$ cat config.mk
export PLATFORM = sky130hd
export DESIGN_NAME = uart_cts_core
export DESIGN_NICKNAME = d
export VERILOG_FILES = /design/src/rtl/uart_cts_pkg.sv /design/src/rtl/uart_cts_sync.sv /design/src/rtl/uart_cts_tx.sv /design/src/rtl/uart_cts_rx.sv /design/src/rtl/uart_cts_rxq.sv /design/src/rtl/uart_cts_core.sv
export SDC_FILE = /design/constraint.sdc
export NUM_CORES = 2
export LEC_CHECK = 0
export ABC_CLOCK_PERIOD_IN_PS = 8000
export BUFFER_PORTS_ARGS = -buffer_cell sky130_fd_sc_hd__buf_2
export CAP_MARGIN = 15
export CORE_ASPECT_RATIO = 0.6
export CORE_MARGIN = 2
export CORE_UTILIZATION = 50
export DETAILED_ROUTE_END_ITERATION = 10
export GPL_ROUTABILITY_DRIVEN = 0
export PLACE_DENSITY = 0.68
export SETUP_SLACK_MARGIN = 0.02
export SYNTH_ARGS = -nofsm -noshare
export SYNTH_HDL_FRONTEND = slang
export SYNTH_SLANG_ARGS = --single-unit
$ cat constraint.sdc
create_clock -name clk -period 8 [get_ports clk]
set_input_delay 2.4 -clock clk [delete_from_list [all_inputs] [get_ports clk]]
set_output_delay 2.4 -clock clk [all_outputs]
set_load 0.01 [all_outputs]
$ cat src/rtl/uart_cts_pkg.sv
package uart_cts_pkg;
  typedef enum logic [2:0] {
    REG_DIV    = 3'd0,
    REG_TXDATA = 3'd1,
    REG_TXSTAT = 3'd2,
    REG_RXSTAT = 3'd3,
    REG_RXCNT  = 3'd4,
    REG_RXDATA = 3'd5
  } reg_addr_e;

  typedef enum logic [1:0] {
    RX_IDLE,
    RX_START,
    RX_DATA,
    RX_STOP
  } rx_state_e;
endpackage

$ cat src/rtl/uart_cts_sync.sv
module uart_cts_sync #(
  parameter int   STAGES  = 2,
  parameter logic RST_VAL = 1'b0
) (
  input  logic clk,
  input  logic rst_n,
  input  logic d,
  output logic q
);
  logic [STAGES-1:0] chain;

  always_ff @(posedge clk or negedge rst_n) begin
    if (!rst_n) chain <= {STAGES{RST_VAL}};
    else        chain <= {chain[STAGES-2:0], d};
  end

  assign q = chain[STAGES-1];
endmodule

$ cat src/rtl/uart_cts_tx.sv
module uart_cts_tx #(
  parameter int DIV_W = 16
) (
  input  logic             clk,
  input  logic             rst_n,
  input  logic [DIV_W-1:0] div,
  input  logic             in_vld,
  output logic             in_rdy,
  input  logic [7:0]       in_data,
  output logic             txd
);
  localparam logic [DIV_W-1:0] ONE = DIV_W'(1);

  logic             busy;
  logic [9:0]       sh;
  logic [3:0]       nbit;
  logic [DIV_W-1:0] tick;

  assign in_rdy = !busy;
  assign txd    = busy ? sh[0] : 1'b1;

  always_ff @(posedge clk or negedge rst_n) begin
    if (!rst_n) begin
      busy <= 1'b0;
      sh   <= '1;
      nbit <= '0;
      tick <= '0;
    end else if (!busy) begin
      if (in_vld) begin
        busy <= 1'b1;
        sh   <= {1'b1, in_data, 1'b0};
        nbit <= '0;
        tick <= '0;
      end
    end else if (tick == div - ONE) begin
      tick <= '0;
      sh   <= {1'b1, sh[9:1]};
      if (nbit == 4'd9) busy <= 1'b0;
      else              nbit <= nbit + 4'd1;
    end else begin
      tick <= tick + ONE;
    end
  end

  // an accepted byte starts its frame with a low start bit
  assert_frame_start_R2: assert property (@(posedge clk) disable iff (!rst_n)
    (in_vld && in_rdy) |=> (txd == 1'b0 && !in_rdy));
endmodule

$ cat src/rtl/uart_cts_rx.sv
module uart_cts_rx
  import uart_cts_pkg::*;
#(
  parameter int DIV_W = 16
) (
  input  logic             clk,
  input  logic             rst_n,
  input  logic [DIV_W-1:0] div,
  input  logic             rxd,
  output logic             out_vld,
  output logic [7:0]       out_data
);
  localparam logic [DIV_W-1:0] ONE = DIV_W'(1);

  logic             rs;
  rx_state_e        st;
  logic [DIV_W-1:0] cnt;
  logic [2:0]       nbit;
  logic [7:0]       sh;

  uart_cts_sync #(.STAGES(2), .RST_VAL(1'b1)) u_rx_sync (
    .clk(clk), .rst_n(rst_n), .d(rxd), .q(rs)
  );

  assign out_data = sh;

  always_ff @(posedge clk or negedge rst_n) begin
    if (!rst_n) begin
      st      <= RX_IDLE;
      cnt     <= '0;
      nbit    <= '0;
      sh      <= '0;
      out_vld <= 1'b0;
    end else begin
      out_vld <= 1'b0;
      unique case (st)
        RX_IDLE: begin
          cnt <= '0;
          if (!rs) st <= RX_START;
        end
        RX_START: begin
          if (cnt == (div >> 1) - ONE) begin
            cnt  <= '0;
            nbit <= '0;
            st   <= rs ? RX_IDLE : RX_DATA;
          end else begin
            cnt <= cnt + ONE;
          end
        end
        RX_DATA: begin
          if (cnt == div - ONE) begin
            cnt <= '0;
            sh  <= {rs, sh[7:1]};
            if (nbit == 3'd7) st <= RX_STOP;
            else              nbit <= nbit + 3'd1;
          end else begin
            cnt <= cnt + ONE;
          end
        end
        RX_STOP: begin
          if (cnt == div - ONE) begin
            cnt     <= '0;
            st      <= RX_IDLE;
            out_vld <= rs;
          end else begin
            cnt <= cnt + ONE;
          end
        end
        default: st <= RX_IDLE;
      endcase
    end
  end

  // each received byte is offered for exactly one cycle
  assert_vld_pulse_R6: assert property (@(posedge clk) disable iff (!rst_n)
    out_vld |=> !out_vld);
endmodule

$ cat src/rtl/uart_cts_rxq.sv
module uart_cts_rxq #(
  parameter int DEPTH = 512,
  parameter int HOLD  = 486,
  parameter int CNT_W = $clog2(DEPTH + 1)
) (
  input  logic             clk,
  input  logic             rst_n,
  input  logic             push_vld,
  output logic             push_rdy,
  input  logic [7:0]       push_data,
  input  logic             pop,
  output logic [7:0]       head,
  output logic [CNT_W-1:0] count,
  output logic             empty,
  output logic             cts_q
);
  localparam int               AW      = $clog2(DEPTH);
  localparam logic [CNT_W-1:0] FULL_C  = CNT_W'(DEPTH);
  localparam logic [CNT_W-1:0] HOLD_C  = CNT_W'(HOLD);
  localparam logic [CNT_W-1:0] ONE_C   = CNT_W'(1);

  logic [7:0]    mem [DEPTH];
  logic [AW-1:0] wp, rp;
  logic          do_push, do_pop;

  assign empty    = (count == '0);
  assign push_rdy = (count != FULL_C);
  assign do_push  = push_vld && push_rdy;
  assign do_pop   = pop && !empty;
  assign head     = mem[rp];

  always_ff @(posedge clk) begin
    if (do_push) mem[wp] <= push_data;
  end

  always_ff @(posedge clk or negedge rst_n) begin
    if (!rst_n) begin
      wp    <= '0;
      rp    <= '0;
      count <= '0;
      cts_q <= 1'b1;
    end else begin
      if (do_push) wp <= wp + AW'(1);
      if (do_pop)  rp <= rp + AW'(1);
      case ({do_push, do_pop})
        2'b10:   count <= count + ONE_C;
        2'b01:   count <= count - ONE_C;
        default: count <= count;
      endcase
      cts_q <= (count < HOLD_C);
    end
  end

  // count moves by exactly one per lone push or pop, not at all for both
  assert_count_up_R7: assert property (@(posedge clk) disable iff (!rst_n)
    (do_push && !do_pop) |=> (count == $past(count) + ONE_C));
  assert_count_down_R7: assert property (@(posedge clk) disable iff (!rst_n)
    (do_pop && !do_push) |=> (count == $past(count) - ONE_C));
  assert_count_hold_R7: assert property (@(posedge clk) disable iff (!rst_n)
    (do_pop == do_push) |=> $stable(count));
  // the queue never holds more than its depth
  assert_no_overflow_R9: assert property (@(posedge clk) disable iff (!rst_n)
    count <= FULL_C);
  // outgoing clear-to-send follows the threshold one edge later
  assert_cts_low_R8: assert property (@(posedge clk) disable iff (!rst_n)
    (count >= HOLD_C) |=> !cts_q);
  assert_cts_high_R8: assert property (@(posedge clk) disable iff (!rst_n)
    (count < HOLD_C) |=> cts_q);
endmodule

$ cat src/rtl/uart_cts_core.sv
module uart_cts_core
  import uart_cts_pkg::*;
#(
  parameter int          DIV_W     = 16,
  parameter int          BUS_W     = 16,
  parameter int          DEPTH     = 512,
  parameter int          HOLD      = 486,
  parameter logic [15:0] DIV_RESET = 16'd16
) (
  input  logic             clk,
  input  logic             rst_n,
  input  logic             rxd,
  output logic             txd,
  input  logic             cts_in,
  output logic             cts_out,
  input  logic             cs,
  input  logic             we,
  input  logic [2:0]       addr,
  input  logic [BUS_W-1:0] wdata,
  output logic [BUS_W-1:0] rdata
);
  localparam int CNT_W = $clog2(DEPTH + 1);

  logic [DIV_W-1:0] div_q;
  logic             cts_ok, tx_rdy, tx_ok, tx_launch;
  logic             rx_vld, q_rdy, q_empty, q_pop, ovr;
  logic [7:0]       rx_byte, q_head;
  logic [CNT_W-1:0] q_cnt;
  logic             wr, rd;

  assign wr        = cs && we;
  assign rd        = cs && !we;
  assign tx_ok     = tx_rdy && cts_ok;
  assign tx_launch = wr && (addr == REG_TXDATA) && tx_ok;
  assign q_pop     = rd && (addr == REG_RXDATA);

  uart_cts_sync #(.STAGES(2), .RST_VAL(1'b0)) u_cts_sync (
    .clk(clk), .rst_n(rst_n), .d(cts_in), .q(cts_ok)
  );

  uart_cts_tx #(.DIV_W(DIV_W)) u_tx (
    .clk(clk), .rst_n(rst_n), .div(div_q),
    .in_vld(tx_launch), .in_rdy(tx_rdy), .in_data(wdata[7:0]), .txd(txd)
  );

  uart_cts_rx #(.DIV_W(DIV_W)) u_rx (
    .clk(clk), .rst_n(rst_n), .div(div_q), .rxd(rxd),
    .out_vld(rx_vld), .out_data(rx_byte)
  );

  uart_cts_rxq #(.DEPTH(DEPTH), .HOLD(HOLD), .CNT_W(CNT_W)) u_rxq (
    .clk(clk), .rst_n(rst_n),
    .push_vld(rx_vld), .push_rdy(q_rdy), .push_data(rx_byte),
    .pop(q_pop), .head(q_head), .count(q_cnt), .empty(q_empty),
    .cts_q(cts_out)
  );

  always_ff @(posedge clk or negedge rst_n) begin
    if (!rst_n) begin
      div_q <= DIV_W'(DIV_RESET);
      ovr   <= 1'b0;
    end else begin
      if (wr && addr == REG_DIV) div_q <= wdata[DIV_W-1:0];
      if (rx_vld && !q_rdy)                          ovr <= 1'b1;
      else if (wr && addr == REG_RXSTAT && wdata[1]) ovr <= 1'b0;
    end
  end

  always_comb begin
    rdata = '0;
    if (rd) begin
      case (addr)
        REG_DIV:    rdata[DIV_W-1:0] = div_q;
        REG_TXSTAT: rdata[0]         = tx_ok;
        REG_RXSTAT: rdata[1:0]       = {ovr, !q_empty};
        REG_RXCNT:  rdata[CNT_W-1:0] = q_cnt;
        REG_RXDATA: rdata[7:0]       = q_empty ? 8'h00 : q_head;
        default:    rdata            = '0;
      endcase
    end
  end

  // with the peer blocking, an idle transmitter stays idle
  assert_tx_hold_R4: assert property (@(posedge clk) disable iff (!rst_n)
    (!cts_ok && tx_rdy) |=> tx_rdy);
  // a byte refused by a full queue raises the overrun flag
  assert_ovr_set_R9: assert property (@(posedge clk) disable iff (!rst_n)
    (rx_vld && !q_rdy) |=> ovr);
  // peer permission stays low for the cycle after reset release
  assert_cts_sync_R1: assert property (@(posedge clk) disable iff (!rst_n)
    $rose(cts_ok) |-> $past(cts_in));
endmodule

==> out/results.md <==
| Group | Quantity | This run |
|:---|:---|:---|
| critical path | Critical path peak fanout | 34 |
| synthesis | Post-synth EDFFs | 4096 |
| synthesis | Post-synthesis share of cell area spent on xor and xnor gates | 0.6205% |
| detailed routing | Violation count after the first detailed-route iteration | 15810 |
| synthesis | Fraction of the yosys area taken by sequential cells | 75.79% |
| synthesis | Synth Flop Type | edfxtp_1 |
| global routing | Number of global-route vias before repair | 83040 |
| detailed routing | Vias | 87560 |
| detailed routing | Routed wire per std cell | 35.91 um |
| hold path | Class of the worst hold path | reg -> reg |
| placed design | Port bufs | 42 |
| synthesis | Fraction of the mapped netlist area in compound gates | 2.852% |
| clock network | TritonCTS Buffers | 360 |
| critical path | Kind of end point of the critical path | primary output |
| synthesis | Gate count of the mapped netlist | 8096 |
| floorplanning | Io pins | 43 |
| final layout | Final cell count without fillers | 12970 |
| power and ir drop | Worst IR drop on VDD | 0.2177 mV |
| detailed routing | Number of vias per cell after detailed routing | 6.753 |
| final layout | Number of fill cells | 24040 |
| detailed routing | DR DRC count | 0 |
| placed design | Final HPWL DP | 286.7 mm |
| sta | Setup violators final | 4 |
| global routing | Global route total overflow | 0 |
| critical path | Crit Path Category | reg -> out |
| global routing | Total track usage | 27.24% |
| detailed routing | Pre-Repair DR Iteration Count | 8 |
| floorplanning | Number of rows created at floorplan | 163 |
| synthesis | Syn Area/Cell | 20.50 um^2 |
| floorplanning | Area of the die | 0.3367 mm^2 |
| synthesis | Portion of netlist area occupied by mux cells | 15.90% |
| final layout | Number of nets in the final layout | 8340 |
| sta | Highest attainable clock frequency | 123.6 MHz |
| detailed routing | Remaining number of nets flagged by the antenna check after routing | 0 |
| power and ir drop | Design Power | 48.95 mW |
| critical path | Signal arrival time at the worst endpoint | 5690 ps |
| floorplanning | Chip Height | 450.2 um |
| global routing | Largest net degree at the start of global routing | 209 |
| synthesis | Dominant combinational cell family by area after synthesis | multiplexers |
| clock network | Clock tree root buffer cell | clkbuf_16 |
| synthesis | Count of distinct cell types in the synthesized netlist | 91 |
| run status | Violations in the final reports | negative setup slack |
| placed design | DP Cell Count | 12280 |
| clock network | Max Root-Sink Buffers | 4 |
| clock network | Clock sink count | 4206 |
| floorplanning | Die Width | 747.7 um |
| sta | Crit share post-route | 101.2% |
| clock network | Clock H-tree levels | 5 |
| power and ir drop | Power density of the placed cells | 266.3 mW/mm^2 |
| detailed routing | WL final | 465.6 mm |
| clock network | CTS tree | yes |
| sta | Remaining max-slew budget at the tightest pin | 4.019% |
| sta | Slew of the pin with the lowest slew margin | 1440 ps |
| run status | Run status | finished with violations |
| sta | Fin Clk Skew | 82.10 ps |
| critical path | Startpoint type of the worst setup path | register |
| final layout | Synthesis-to-finish area growth | 10.78% |
| sta | Fin. max-slew vios | 0 |
| power and ir drop | Leak pwr | 55.15 nW |
| synthesis | Summed instance area of the synthesized netlist | 0.1659 mm^2 |
| final layout | Share of layout cells above drive strength 1 | 23.00% |
| floorplanning | Initial core utilization | 50.35% |
| global routing | Number of antenna violations at the first check in global routing | 37 |
| clock network | Skew-Pair Late Insertion Delay | 960 ps |
| sta | Min setup slack post-route | -93.09 ps |
| synthesis | Post-Synth Adder-Cell Area | 0.1779% |
| synthesis | Syn nets | 8144 |
| synthesis | Area fraction in and, or, nand and nor cells after synthesis | 3.086% |
| synthesis | Synth Register Bits | 4206 |
| sta | Final min period | 8093 ps |
| global routing | First-pass GRT wire length | 648.6 mm |
| synthesis | Warnings from Yosys | 0 |
| synthesis | Post-synthesis async set-or-reset flop share | 2.615% |
| sta | Number of hold violations in the final report | 0 |
| job | Max capacitance violation total | 0 |
| clock network | Clock-pin slew on the worst setup and hold paths | 70 ps |
| critical path | CP Data Required Time | 5600 ps |
| floorplanning | Core region area | 0.3296 mm^2 |
[repair_timing]
item | 4_1_cts | 5_1_grt
buffers inserted | 6 | 7
pin swaps | 1 | 0
endpoints found under the setup margin | 7 | 4
endpoints found under the hold margin | 0 | 0
hold buffers | 0 | 0
gates resized for setup | 6 | 7
[power by group]
group | switching [mW] | internal [mW]
clock network | 8.04 | 9.47
registers | 0.222 | 23.9
logic | 4.35 | 3.01
total | 12.6 | 36.3
[routing by layer]
metal / vias up / part of all wire (%) / track usage [%]
met2: 6727 / 41 / 35.70
li1: 33870 / - / -
met3: 834 / 17 / 11.22
met1: 46090 / 40 / 42.03
met5: - / 0.16 / 0.4956
met4: 35 / 2.9 / 7.089
[flip-flops by register name, indices dropped and copies added, names as in the netlist, 3 cells and up, named ones only]
signal,count
u_rxq.mem,4096
div_q,16
u_rx.cnt,16
u_tx.tick,16
u_rxq.count,10
u_rxq.rp,9
u_rxq.wp,9
u_tx.sh,9
u_rx.out_data,8
u_tx.nbit,4
u_rx.nbit,3
[critical path: stages (launching register included)]
cell and delay [ps]:
dfrtp_4 890, and2_2 960, a221oi_1 260, o21ai_0 450, a211oi_1 270, nor4_2 690
a2111oi_2 180, buf_4 240, o21ai_0 240, a32oi_1 200, buf_4 200, buf_2 130
[Yosys cell counts, types with 9 or more instances]
master | n | area share (%)
buf_2 | 105 | 0.32
nor2_1 | 636 | 1.4
edfxtp_1 | 4096 | 74
buf_4 | 80 | 0.36
clkbuf_1 | 251 | 0.57
nand2_1 | 261 | 0.59
a211oi_1 | 30 | 0.14
nand4_1 | 17 | 0.064
xnor3_1 | 14 | 0.19
o31ai_1 | 10 | 0.045
nand2b_1 | 11 | 0.041
mux2_2 | 28 | 0.19
nor2b_1 | 22 | 0.083
nor3_1 | 45 | 0.14
a221oi_1 | 56 | 0.30
o22ai_1 | 46 | 0.17
buf_6 | 23 | 0.16
o21ai_0 | 106 | 0.32
a2111oi_0 | 18 | 0.095
dfrtp_1 | 97 | 1.5
a31oi_1 | 24 | 0.090
dfstp_2 | 13 | 0.21
mux2i_1 | 346 | 2.1
a22oi_1 | 72 | 0.33
a22o_1 | 15 | 0.079
o211ai_1 | 21 | 0.095
xnor2_1 | 45 | 0.24
xor2_1 | 23 | 0.12
mux2_4 | 9 | 0.081
o221ai_1 | 59 | 0.31
inv_1 | 33 | 0.075
and2_1 | 14 | 0.053
nor4_1 | 11 | 0.041
mux4_2 | 997 | 14
ha_1 | 22 | 0.17
a21oi_1 | 152 | 0.46
buf_1 | 41 | 0.093
nand3_1 | 66 | 0.20
nor3b_1 | 11 | 0.050
and3_1 | 27 | 0.10
[final timing paths]
check / from / end / slack (ps) / cells after the start
min: u_cts_sync.chain[0] / u_cts_sync.chain[1] / 360 / 0
max reg2reg: u_rxq.count[5] / u_rxq.mem[257][2] / 2960 / 9
min in group asynchronous: rst_n / u_tx.nbit[3] / 1610 / 1
min reg2reg: u_cts_sync.chain[0] / u_cts_sync.chain[1] / 360 / 0
max: u_rxq.rp[2] / rdata[3] / -90 / 11
max in group asynchronous: rst_n / u_rx.out_data[1] / 5070 / 2
[cell usage in the layout (no fill, tap or decap), types with 45 or more instances in the layout]
cell type / count
o21ai_0: 105
o22ai_1: 46
a21oi_1: 152
buf_12: 53
mux2i_1: 346
nand3_1: 65
a22oi_1: 71
clkinv_2: 63
xnor2_1: 45
clkinv_1: 80
nand2_1: 244
clkbuf_16: 365
edfxtp_1: 4096
a221oi_1: 55
buf_4: 229
mux4_2: 997
clkbuf_1: 65
nor2_1: 631
dfrtp_1: 82
o221ai_1: 59
nor3_1: 45
[through the flow]
| step | setup WS (ps) | util (%) | instance area [um^2] | TNS (ps) | hold slack [ps] |
|---|---|---|---|---|---|
| global placement | -123.3 | 52.21 | 172100 | -123.3 | 333.3 |
| CTS | 29.01 | 55.72 | 183600 | 0 | 362.3 |
| finish | -93.09 | 55.78 | 183800 | -271.0 | 357.1 |
| floorplan | 513.8 | - | 165900 | 0 | 331.2 |
| detailed placement | 368.7 | 52.22 | 172100 | 0 | 348.2 |
| global route | -10.99 | 55.77 | 183800 | -10.99 | 368.0 |
[final cells by class]
| class | instances | area, um^2 | share of cell area [%] |
|---|---|---|---|
| multi-input cells | 3353 | 37830 | 20.58 |
| diodes | 16 | 40.04 | 0.02178 |
| inverters | 37 | 152.6 | 0.08304 |
| clock buffers | 434 | 9433 | 5.131 |
| well taps | 4372 | 5470 | 2.976 |
| flip-flops and latches | 4206 | 125800 | 68.44 |
| clock inverters | 214 | 1969 | 1.071 |
| repair buffers | 334 | 3113 | 1.693 |
[kinds of logic (layout without fill, tap and decap cells)]
group / count (synthesis) / after routing
flip-flops: 4206 / 4206
multiplexers: 1381 / 1381
AND/OR/NAND/NOR: 1173 / 1173
AO/OA/AOI/OAI: 689 / 689
buffers and inverters: 537 / 1019
XOR/XNOR: 87 / 87
adder cells (fa/ha/maj): 23 / 23
other: 0 / 16
(Power assumes the default switching activity.)
